### src/rtl/uart_lpbk_pkg.sv
package uart_lpbk_pkg;

    typedef enum logic {
        ST_EXT  = 1'b0,
        ST_LOOP = 1'b1
    } lpbk_state_e;

    localparam int CTL_W       = 16;
    localparam logic [CTL_W-1:0] CTL_RESET = 16'h0300;
    localparam int CB_LBE      = 7;
    localparam int CB_DTR      = 10;
    localparam int CB_RTS      = 11;
    localparam int CB_OUT1     = 12;
    localparam int CB_OUT2     = 13;

    localparam int FLAG_W      = 9;
    localparam int FB_CTS      = 0;
    localparam int FB_DSR      = 1;
    localparam int FB_DCD      = 2;
    localparam int FB_RI       = 8;

    localparam int INT_W       = 4;
    localparam int IB_RI       = 0;
    localparam int IB_CTS      = 1;
    localparam int IB_DCD      = 2;
    localparam int IB_DSR      = 3;

    function automatic logic [FLAG_W-1:0] flags_from_ctl(input logic [CTL_W-1:0] c);
        logic [FLAG_W-1:0] f;
        f         = '0;
        f[FB_RI]  = c[CB_OUT2];
        f[FB_DCD] = c[CB_OUT1];
        f[FB_CTS] = c[CB_RTS];
        f[FB_DSR] = c[CB_DTR];
        return f;
    endfunction

    function automatic logic [FLAG_W-1:0] flags_from_pins(input logic [3:0] p);
        logic [FLAG_W-1:0] f;
        f         = '0;
        f[FB_CTS] = p[0];
        f[FB_DSR] = p[1];
        f[FB_DCD] = p[2];
        f[FB_RI]  = p[3];
        return f;
    endfunction

    function automatic logic [INT_W-1:0] ints_from_flags(input logic [FLAG_W-1:0] f);
        logic [INT_W-1:0] v;
        v         = '0;
        v[IB_RI]  = f[FB_RI];
        v[IB_CTS] = f[FB_CTS];
        v[IB_DCD] = f[FB_DCD];
        v[IB_DSR] = f[FB_DSR];
        return v;
    endfunction

endpackage

### src/rtl/uart_lpbk_sync.sv
module uart_lpbk_sync #(
    parameter int W      = 4,
    parameter int STAGES = 2
) (
    input  logic         clk,
    input  logic         rst_n,
    input  logic [W-1:0] d,
    output logic [W-1:0] q
);
    logic [STAGES-1:0][W-1:0] chain_q;

    always_ff @(posedge clk or negedge rst_n) begin
        if (!rst_n) begin
            chain_q <= '0;
        end else begin
            chain_q[0] <= d;
            for (int i = 1; i < STAGES; i++) begin
                chain_q[i] <= chain_q[i-1];
            end
        end
    end

    assign q = chain_q[STAGES-1];
endmodule

### src/rtl/uart_lpbk_modem_st.sv
module uart_lpbk_modem_st
    import uart_lpbk_pkg::*;
(
    input  logic              clk,
    input  logic              rst_n,
    input  lpbk_state_e       state,
    input  logic              mirror_wr,
    input  logic [CTL_W-1:0]  ctl_wdata,
    input  logic [3:0]        pins_s,
    input  logic              clr_wr,
    input  logic [INT_W-1:0]  clr_mask,
    output logic [FLAG_W-1:0] flags,
    output logic [INT_W-1:0]  ints
);
    logic [FLAG_W-1:0] pin_flags;
    logic [FLAG_W-1:0] mir_flags;
    logic [INT_W-1:0]  chg_int;
    logic [INT_W-1:0]  clr_eff;

    always_comb begin
        pin_flags = flags_from_pins(pins_s);
        mir_flags = flags_from_ctl(ctl_wdata);
        chg_int   = (state == ST_EXT) ? ints_from_flags(pin_flags ^ flags) : '0;
        clr_eff   = clr_wr ? clr_mask : '0;
    end

    always_ff @(posedge clk or negedge rst_n) begin
        if (!rst_n) begin
            flags <= '0;
            ints  <= '0;
        end else if (mirror_wr) begin
            flags <= mir_flags;
            ints  <= ints_from_flags(mir_flags);
        end else begin
            if (state == ST_EXT) begin
                flags <= pin_flags;
            end
            ints <= (ints & ~clr_eff) | chg_int;
        end
    end

    // flags take the modem output bits of the mirrored write
    p_mirror_r2: assert property (@(posedge clk) disable iff (!rst_n)
        mirror_wr |=> (flags[8] == $past(ctl_wdata[13])) && (flags[2] == $past(ctl_wdata[12]))
                   && (flags[0] == $past(ctl_wdata[11])) && (flags[1] == $past(ctl_wdata[10]))
                   && (flags[7:3] == 5'd0));

    // interrupt bits equal the freshly mirrored flags
    p_int_follow_r3: assert property (@(posedge clk) disable iff (!rst_n)
        mirror_wr |=> (ints[0] == flags[8]) && (ints[1] == flags[0])
                   && (ints[2] == flags[2]) && (ints[3] == flags[1]));

    // in loopback the flags move only on a mirroring write
    p_loop_hold_r6: assert property (@(posedge clk) disable iff (!rst_n)
        (state == ST_LOOP && !mirror_wr) |=> $stable(flags));
endmodule

### src/rtl/uart_lpbk_rx_arb.sv
module uart_lpbk_rx_arb
    import uart_lpbk_pkg::*;
#(
    parameter int DATA_W  = 8,
    localparam int ENTRY_W = DATA_W + 3
) (
    input  logic               clk,
    input  logic               rst_n,
    input  lpbk_state_e        state,
    input  logic               tx_wr,
    input  logic [DATA_W-1:0]  tx_data,
    input  logic               ext_vld,
    input  logic               ext_brk,
    input  logic [DATA_W-1:0]  ext_data,
    input  logic               brk_rise,
    output logic               rx_push,
    output logic [ENTRY_W-1:0] rx_entry
);
    localparam logic [ENTRY_W-1:0] BRK_ENTRY = ENTRY_W'(1) << (ENTRY_W - 1);

    logic               pend_q;
    logic               tx_take;
    logic               ext_take;
    logic               brk_new;
    logic [ENTRY_W-1:0] data_entry;

    always_comb begin
        tx_take  = (state == ST_LOOP) && tx_wr;
        ext_take = (state == ST_EXT) && ext_vld;
        brk_new  = (state == ST_LOOP) && brk_rise;
        if (tx_take) begin
            data_entry = {3'b000, tx_data};
        end else if (ext_brk) begin
            data_entry = BRK_ENTRY;
        end else begin
            data_entry = {3'b000, ext_data};
        end
    end

    always_ff @(posedge clk or negedge rst_n) begin
        if (!rst_n) begin
            pend_q   <= 1'b0;
            rx_push  <= 1'b0;
            rx_entry <= '0;
        end else if (tx_take || ext_take) begin
            rx_push  <= 1'b1;
            rx_entry <= data_entry;
            pend_q   <= pend_q | brk_new;
        end else if (pend_q || brk_new) begin
            rx_push  <= 1'b1;
            rx_entry <= BRK_ENTRY;
            pend_q   <= 1'b0;
        end else begin
            rx_push  <= 1'b0;
        end
    end

    // loopback transmit byte appears as a plain data entry
    p_loop_tx_r4: assert property (@(posedge clk) disable iff (!rst_n)
        (state == ST_LOOP && tx_wr) |=> rx_push && (rx_entry == {3'b000, $past(tx_data)}));

    // external mode pushes only for external events or a queued break
    p_ext_quiet_r5: assert property (@(posedge clk) disable iff (!rst_n)
        (state == ST_EXT && !ext_vld && !pend_q) |=> !rx_push);
endmodule

### src/rtl/uart_lpbk_modem.sv
module uart_lpbk_modem
    import uart_lpbk_pkg::*;
#(
    parameter int DATA_W      = 8,
    parameter int SYNC_STAGES = 2,
    localparam int ENTRY_W    = DATA_W + 3
) (
    input  logic               clk,
    input  logic               rst_n,
    input  logic               ctl_wr,
    input  logic [15:0]        ctl_wdata,
    output logic [15:0]        ctl_rdata,
    input  logic               brk_wr,
    input  logic               brk_wdata,
    input  logic               tx_wr,
    input  logic [DATA_W-1:0]  tx_data,
    input  logic               ext_vld,
    input  logic               ext_brk,
    input  logic [DATA_W-1:0]  ext_data,
    input  logic [3:0]         modem_pins,
    input  logic               int_clr_wr,
    input  logic [3:0]         int_clr_mask,
    output logic               rx_push,
    output logic [ENTRY_W-1:0] rx_entry,
    output logic [8:0]         modem_flags,
    output logic [3:0]         modem_ints
);
    lpbk_state_e state_q, state_d;
    logic [CTL_W-1:0] ctl_q;
    logic             brk_q;
    logic             brk_rise;
    logic             mirror_wr;
    logic [3:0]       pins_s;

    // state register
    always_ff @(posedge clk or negedge rst_n) begin
        if (!rst_n) begin
            state_q <= ST_EXT;
            ctl_q   <= CTL_RESET;
            brk_q   <= 1'b0;
        end else begin
            state_q <= state_d;
            if (ctl_wr) ctl_q <= ctl_wdata;
            if (brk_wr) brk_q <= brk_wdata;
        end
    end

    // next state and decoded strobes
    always_comb begin
        state_d   = state_q;
        unique case (state_q)
            ST_EXT:  if (ctl_wr && ctl_wdata[CB_LBE])  state_d = ST_LOOP;
            ST_LOOP: if (ctl_wr && !ctl_wdata[CB_LBE]) state_d = ST_EXT;
            default: state_d = ST_EXT;
        endcase
        mirror_wr = ctl_wr && ctl_wdata[CB_LBE];
        brk_rise  = brk_wr && brk_wdata && !brk_q;
    end

    assign ctl_rdata = ctl_q;

    uart_lpbk_sync #(.W(4), .STAGES(SYNC_STAGES)) u_sync (
        .clk   (clk),
        .rst_n (rst_n),
        .d     (modem_pins),
        .q     (pins_s)
    );

    uart_lpbk_modem_st u_status (
        .clk       (clk),
        .rst_n     (rst_n),
        .state     (state_q),
        .mirror_wr (mirror_wr),
        .ctl_wdata (ctl_wdata),
        .pins_s    (pins_s),
        .clr_wr    (int_clr_wr),
        .clr_mask  (int_clr_mask),
        .flags     (modem_flags),
        .ints      (modem_ints)
    );

    uart_lpbk_rx_arb #(.DATA_W(DATA_W)) u_arb (
        .clk      (clk),
        .rst_n    (rst_n),
        .state    (state_q),
        .tx_wr    (tx_wr),
        .tx_data  (tx_data),
        .ext_vld  (ext_vld),
        .ext_brk  (ext_brk),
        .ext_data (ext_data),
        .brk_rise (brk_rise),
        .rx_push  (rx_push),
        .rx_entry (rx_entry)
    );

    // the mode after a control write follows its loopback bit
    p_mode_r8: assert property (@(posedge clk) disable iff (!rst_n)
        ctl_wr |=> ((state_q == ST_LOOP) == $past(ctl_wdata[7])));

    // control readback holds the written value
    p_ctl_rb_r11: assert property (@(posedge clk) disable iff (!rst_n)
        ctl_wr |=> (ctl_rdata == $past(ctl_wdata)));
endmodule

### config.mk
export PLATFORM = sky130hd
export DESIGN_NAME = uart_lpbk_modem
export DESIGN_NICKNAME = d
export VERILOG_FILES = /design/src/rtl/uart_lpbk_pkg.sv /design/src/rtl/uart_lpbk_sync.sv /design/src/rtl/uart_lpbk_modem_st.sv /design/src/rtl/uart_lpbk_rx_arb.sv /design/src/rtl/uart_lpbk_modem.sv
export SDC_FILE = /design/constraint.sdc
export NUM_CORES = 1
export LEC_CHECK = 0
export BUFFER_PORTS_ARGS = -buffer_cell sky130_fd_sc_hd__buf_2
export CORE_UTILIZATION = 49
export CTS_CLUSTER_DIAMETER = 120
export CTS_CLUSTER_SIZE = 24
export DETAILED_ROUTE_END_ITERATION = 10
export PLACE_DENSITY = 0.85
export SKIP_LAST_GASP = 1
export SLEW_MARGIN = 30
export SYNTH_ARGS = -nofsm -noshare
export SYNTH_HDL_FRONTEND = slang
export SYNTH_SLANG_ARGS = --single-unit
### constraint.sdc
create_clock -name clk -period 2 [get_ports clk]
set_clock_uncertainty 0.05 [all_clocks]
set_input_delay 0.4 -clock clk [delete_from_list [all_inputs] [get_ports clk]]
set_output_delay 0.4 -clock clk [all_outputs]
set_load 0.1 [all_outputs]
==> impl_metrics.yaml <==
routing:
  drc: 0
  drt_pass1_iterations: 4
  drtIter0Drc: 77
  vias: 1400
  via_per_inst: 5.07
  drtAntennaViolNets: 0
  routed_wl_um: 3810
  wl_per_cell_um: 13.8
floorplan:
  die_h_um: 63.2
  pin_count: 90
  initial_utilization_pct: 52.8
  fp-row-count: 21
  die-area_mm2: 0.00399
  die-width_um: 63.2
  coreArea_mm2: 0.00347
global_route:
  grt_usage_pct: 20.4
  overflow: 0
  grt_pass1_wl_um: 6110
  use_met3_pct: 9.06
  grt_busiest_layer: "met2"
  antenna_found_initial: 0
  met2_usage_pct: 32.4
  grt_max_degree: 25
  grt_pass1_vias: 1334
  grt_use_met1_pct: 24.6
sta:
  rsz0062_at_grt: "no"
  slew_violations: 0
  finalSetupViolCount: 0
  finalCritPeriodShare_pct: 84.1
  fmax_ghz: 0.595
  finalSetupTns_ns: 0
  post-route-min-period_ns: 1.68
  setup_slack_ns: 0.318
  hold_violations: 0
pwr:
  intPower_mw: 1.55
  switching_power_mw: 1.18
  power_frac_clock_pct: 23.8
  peakVddDrop_v: 0.000633
  combPwrFrac_pct: 38.0
  powerDensity_mw_per_mm2: 1140
  leakage_nw: 1.26
  switching_share_pct: 43.2
  seqPwrFrac_pct: 38.2
  report.power.total_mw: 2.73
clock_tree:
  cts_buffers: 5
  cts_tree: "done"
  hold_buffers: 0
  post_cts.repair.setup_buffers: 0
  htreeDepth: 2
  clock_sinks: 44
  insertion_delay_ns: 0.29
  ctsResizeCount: 0
  root_buffer: "clkbuf_8"
  cts.path.max_buffers: 2
  clkSlewWorstSetupHoldPaths_ns: 0.08
cells_and_area:
  antennaDiodeCount: 0
  layout-drive-gt1-share_pct: 48.7
  layoutNonFillerInstCount: 276
  nFillCells: 282
  syn_to_final_growth_pct: 30.5
  layout.cells.most_common_list: "buf_2 (81), dfrtp_1 (42), mux2_2 (16), nand2_1 (13)"
  design_area_mm2: 0.00239
  nets: 278
  final_common_cell: "buf_2"
placed_design:
  dpl.hpwl_um: 2840
  placed_area_mm2: 0.00228
  place_congestion: 0.802
  port_buffers: 82
  dp_slack_ns: 0.507
  placed_cells: 268
hold_path:
  hp-class: "in2async"
yosys:
  synthCells: 145
  syn-cell-area_mm2: 0.00183
  synth_seq_cells: 44
  yosys.cell_types.count: 26
  synth.avg_cell_area_um2: 12.6
  yosysSeqAreaShare_pct: 60.2
  synth_warnings: 0
setup_path:
  cp_data_required_time_ns: 1.55
  worstSetupPathType: "reg2out"
  critPathLaunchType: "register"
  crit_family: "flip-flops"
  path_cells: "buf_2"
  critPathBufInv: 1
  critPathMaxStageDelay_ns: 0.53
  worstSetupEndpointType: "primary output"
  crit_arrival_ns: 1.23
  worstPathMaxFanout: 2
  slowest_stage: "dfstp_2"
status:
  status: "finished, final reports clean"
job:
  max_cap_viol_count: 0
-- logic make-up after synthesis --
| logic type | synth area share [%] |
|---|---|
| DFF | 60.2 |
| and+or+nand+nor | 12.9 |
| muxes | 12.6 |
| AOI/OAI and AO/OA | 6.96 |
| buffers and inverters | 5.26 |
| xor gates and xnor gates | 1.91 |
| other | 0.205 |
-- synth_stat cells --
library cell  instances  area (µm²)
xor2_1                4        35.0
conb_1                1        3.75
o31ai_1               1        7.51
o21ai_0               1        5.00
buf_2                 4        20.0
a31oi_1               4        25.0
buf_1                 1        3.75
nor3b_1               8        60.1
and4b_4               1        13.8
a21oi_1               4        20.0
mux2_2               16         180
nand2b_1              1        6.26
nor2_1                6        22.5
nor3_1                1        5.00
inv_1                 2        7.51
clkbuf_2              1        5.00
or3_1                 1        6.26
and3_1                8        50.1
a211o_1               8        70.1
dfstp_2               2        52.6
buf_4                 8        60.1
nand2_1              13        48.8
dfrtp_1              42        1050
mux2i_1               5        50.1
nand3_1               1        5.00
nor3b_4               1        18.8
-- state kept, by name (all words and copies together), names as in the netlist, named ones only --
signal / count
u_status.ints: 4
u_sync.chain_q: 4
u_arb.rx_push: 1
u_sync.q: 4
u_status.flags: 4
brk_q: 1
u_arb.rx_entry: 9
u_arb.pend_q: 1
ctl_rdata: 15
-- metal layers --
metal	part of all wire [%]	vias to the layer above
li1	-	657
met1	43	660
met2	46	81
met3	10	2
met4	0.60	0
met5	0	-
-- power groups by stage --
stage	logic (mW)	registers, mW	clock network [mW]
after global routing	1.07	1.06	0.709
after CTS	1.04	1.04	0.675
after floorplan	0.237	1.67	0
after global placement	1.03	1.06	0
after detailed placement	1.04	1.06	0
final	1.04	1.04	0.650
-- worst paths after layout --
| path | start | to | slack [ns] | cells past startpoint |
|---|---|---|---|---|
| max in group asynchronous | rst_n | u_status.ints[0]$_DFF_PN0_ | 1.39 | 2 |
| setup reg to reg | register | u_arb.rx_entry[6]$_DFFE_PN0P_ | 0.49 | 3 |
| min in group clk | modem_pins[3] | u_sync.chain_q[3]$_DFF_PN0_ | 0.16 | 1 |
| setup / recovery | ctl_rdata[9]$_DFFE_PN1P_ | ctl_rdata[9] | 0.32 | 1 |
| hold reg to reg | u_sync.chain_q[3]$_DFF_PN0_ | u_sync.q[3]$_DFF_PN0_ | 0.30 | 0 |
| hold / removal | rst_n | ctl_rdata[13]$_DFFE_PN0P_ | 0.02 | 1 |
-- area by class of cell --
| type | instances | area, µm² | share of cell area, % |
|---|---|---|---|
| Tap cell | 46 | 57.6 | 2.41 |
| Inverter | 2 | 7.51 | 0.314 |
| Sequential cell | 44 | 1100 | 46.1 |
| Clock buffer | 6 | 72.6 | 3.03 |
| Timing Repair Buffer | 85 | 460 | 19.2 |
| Clock inverter | 2 | 35.0 | 1.46 |
| Multi-Input combinational cell | 91 | 656 | 27.4 |
-- per-stage QoR --
stage | utilization, % | hold slack, ns
6_report | 69.0 | 0.0175
5_1_grt | 69.0 | 0.0366
4_1_cts | 69.0 | 0.0195
3_5_place_dp | 65.9 | 0.288
3_3_place_gp | 65.9 | 0.281
2_1_floorplan | - | 0.0544
No activity file was read; power rests on OpenSTA's default activity.
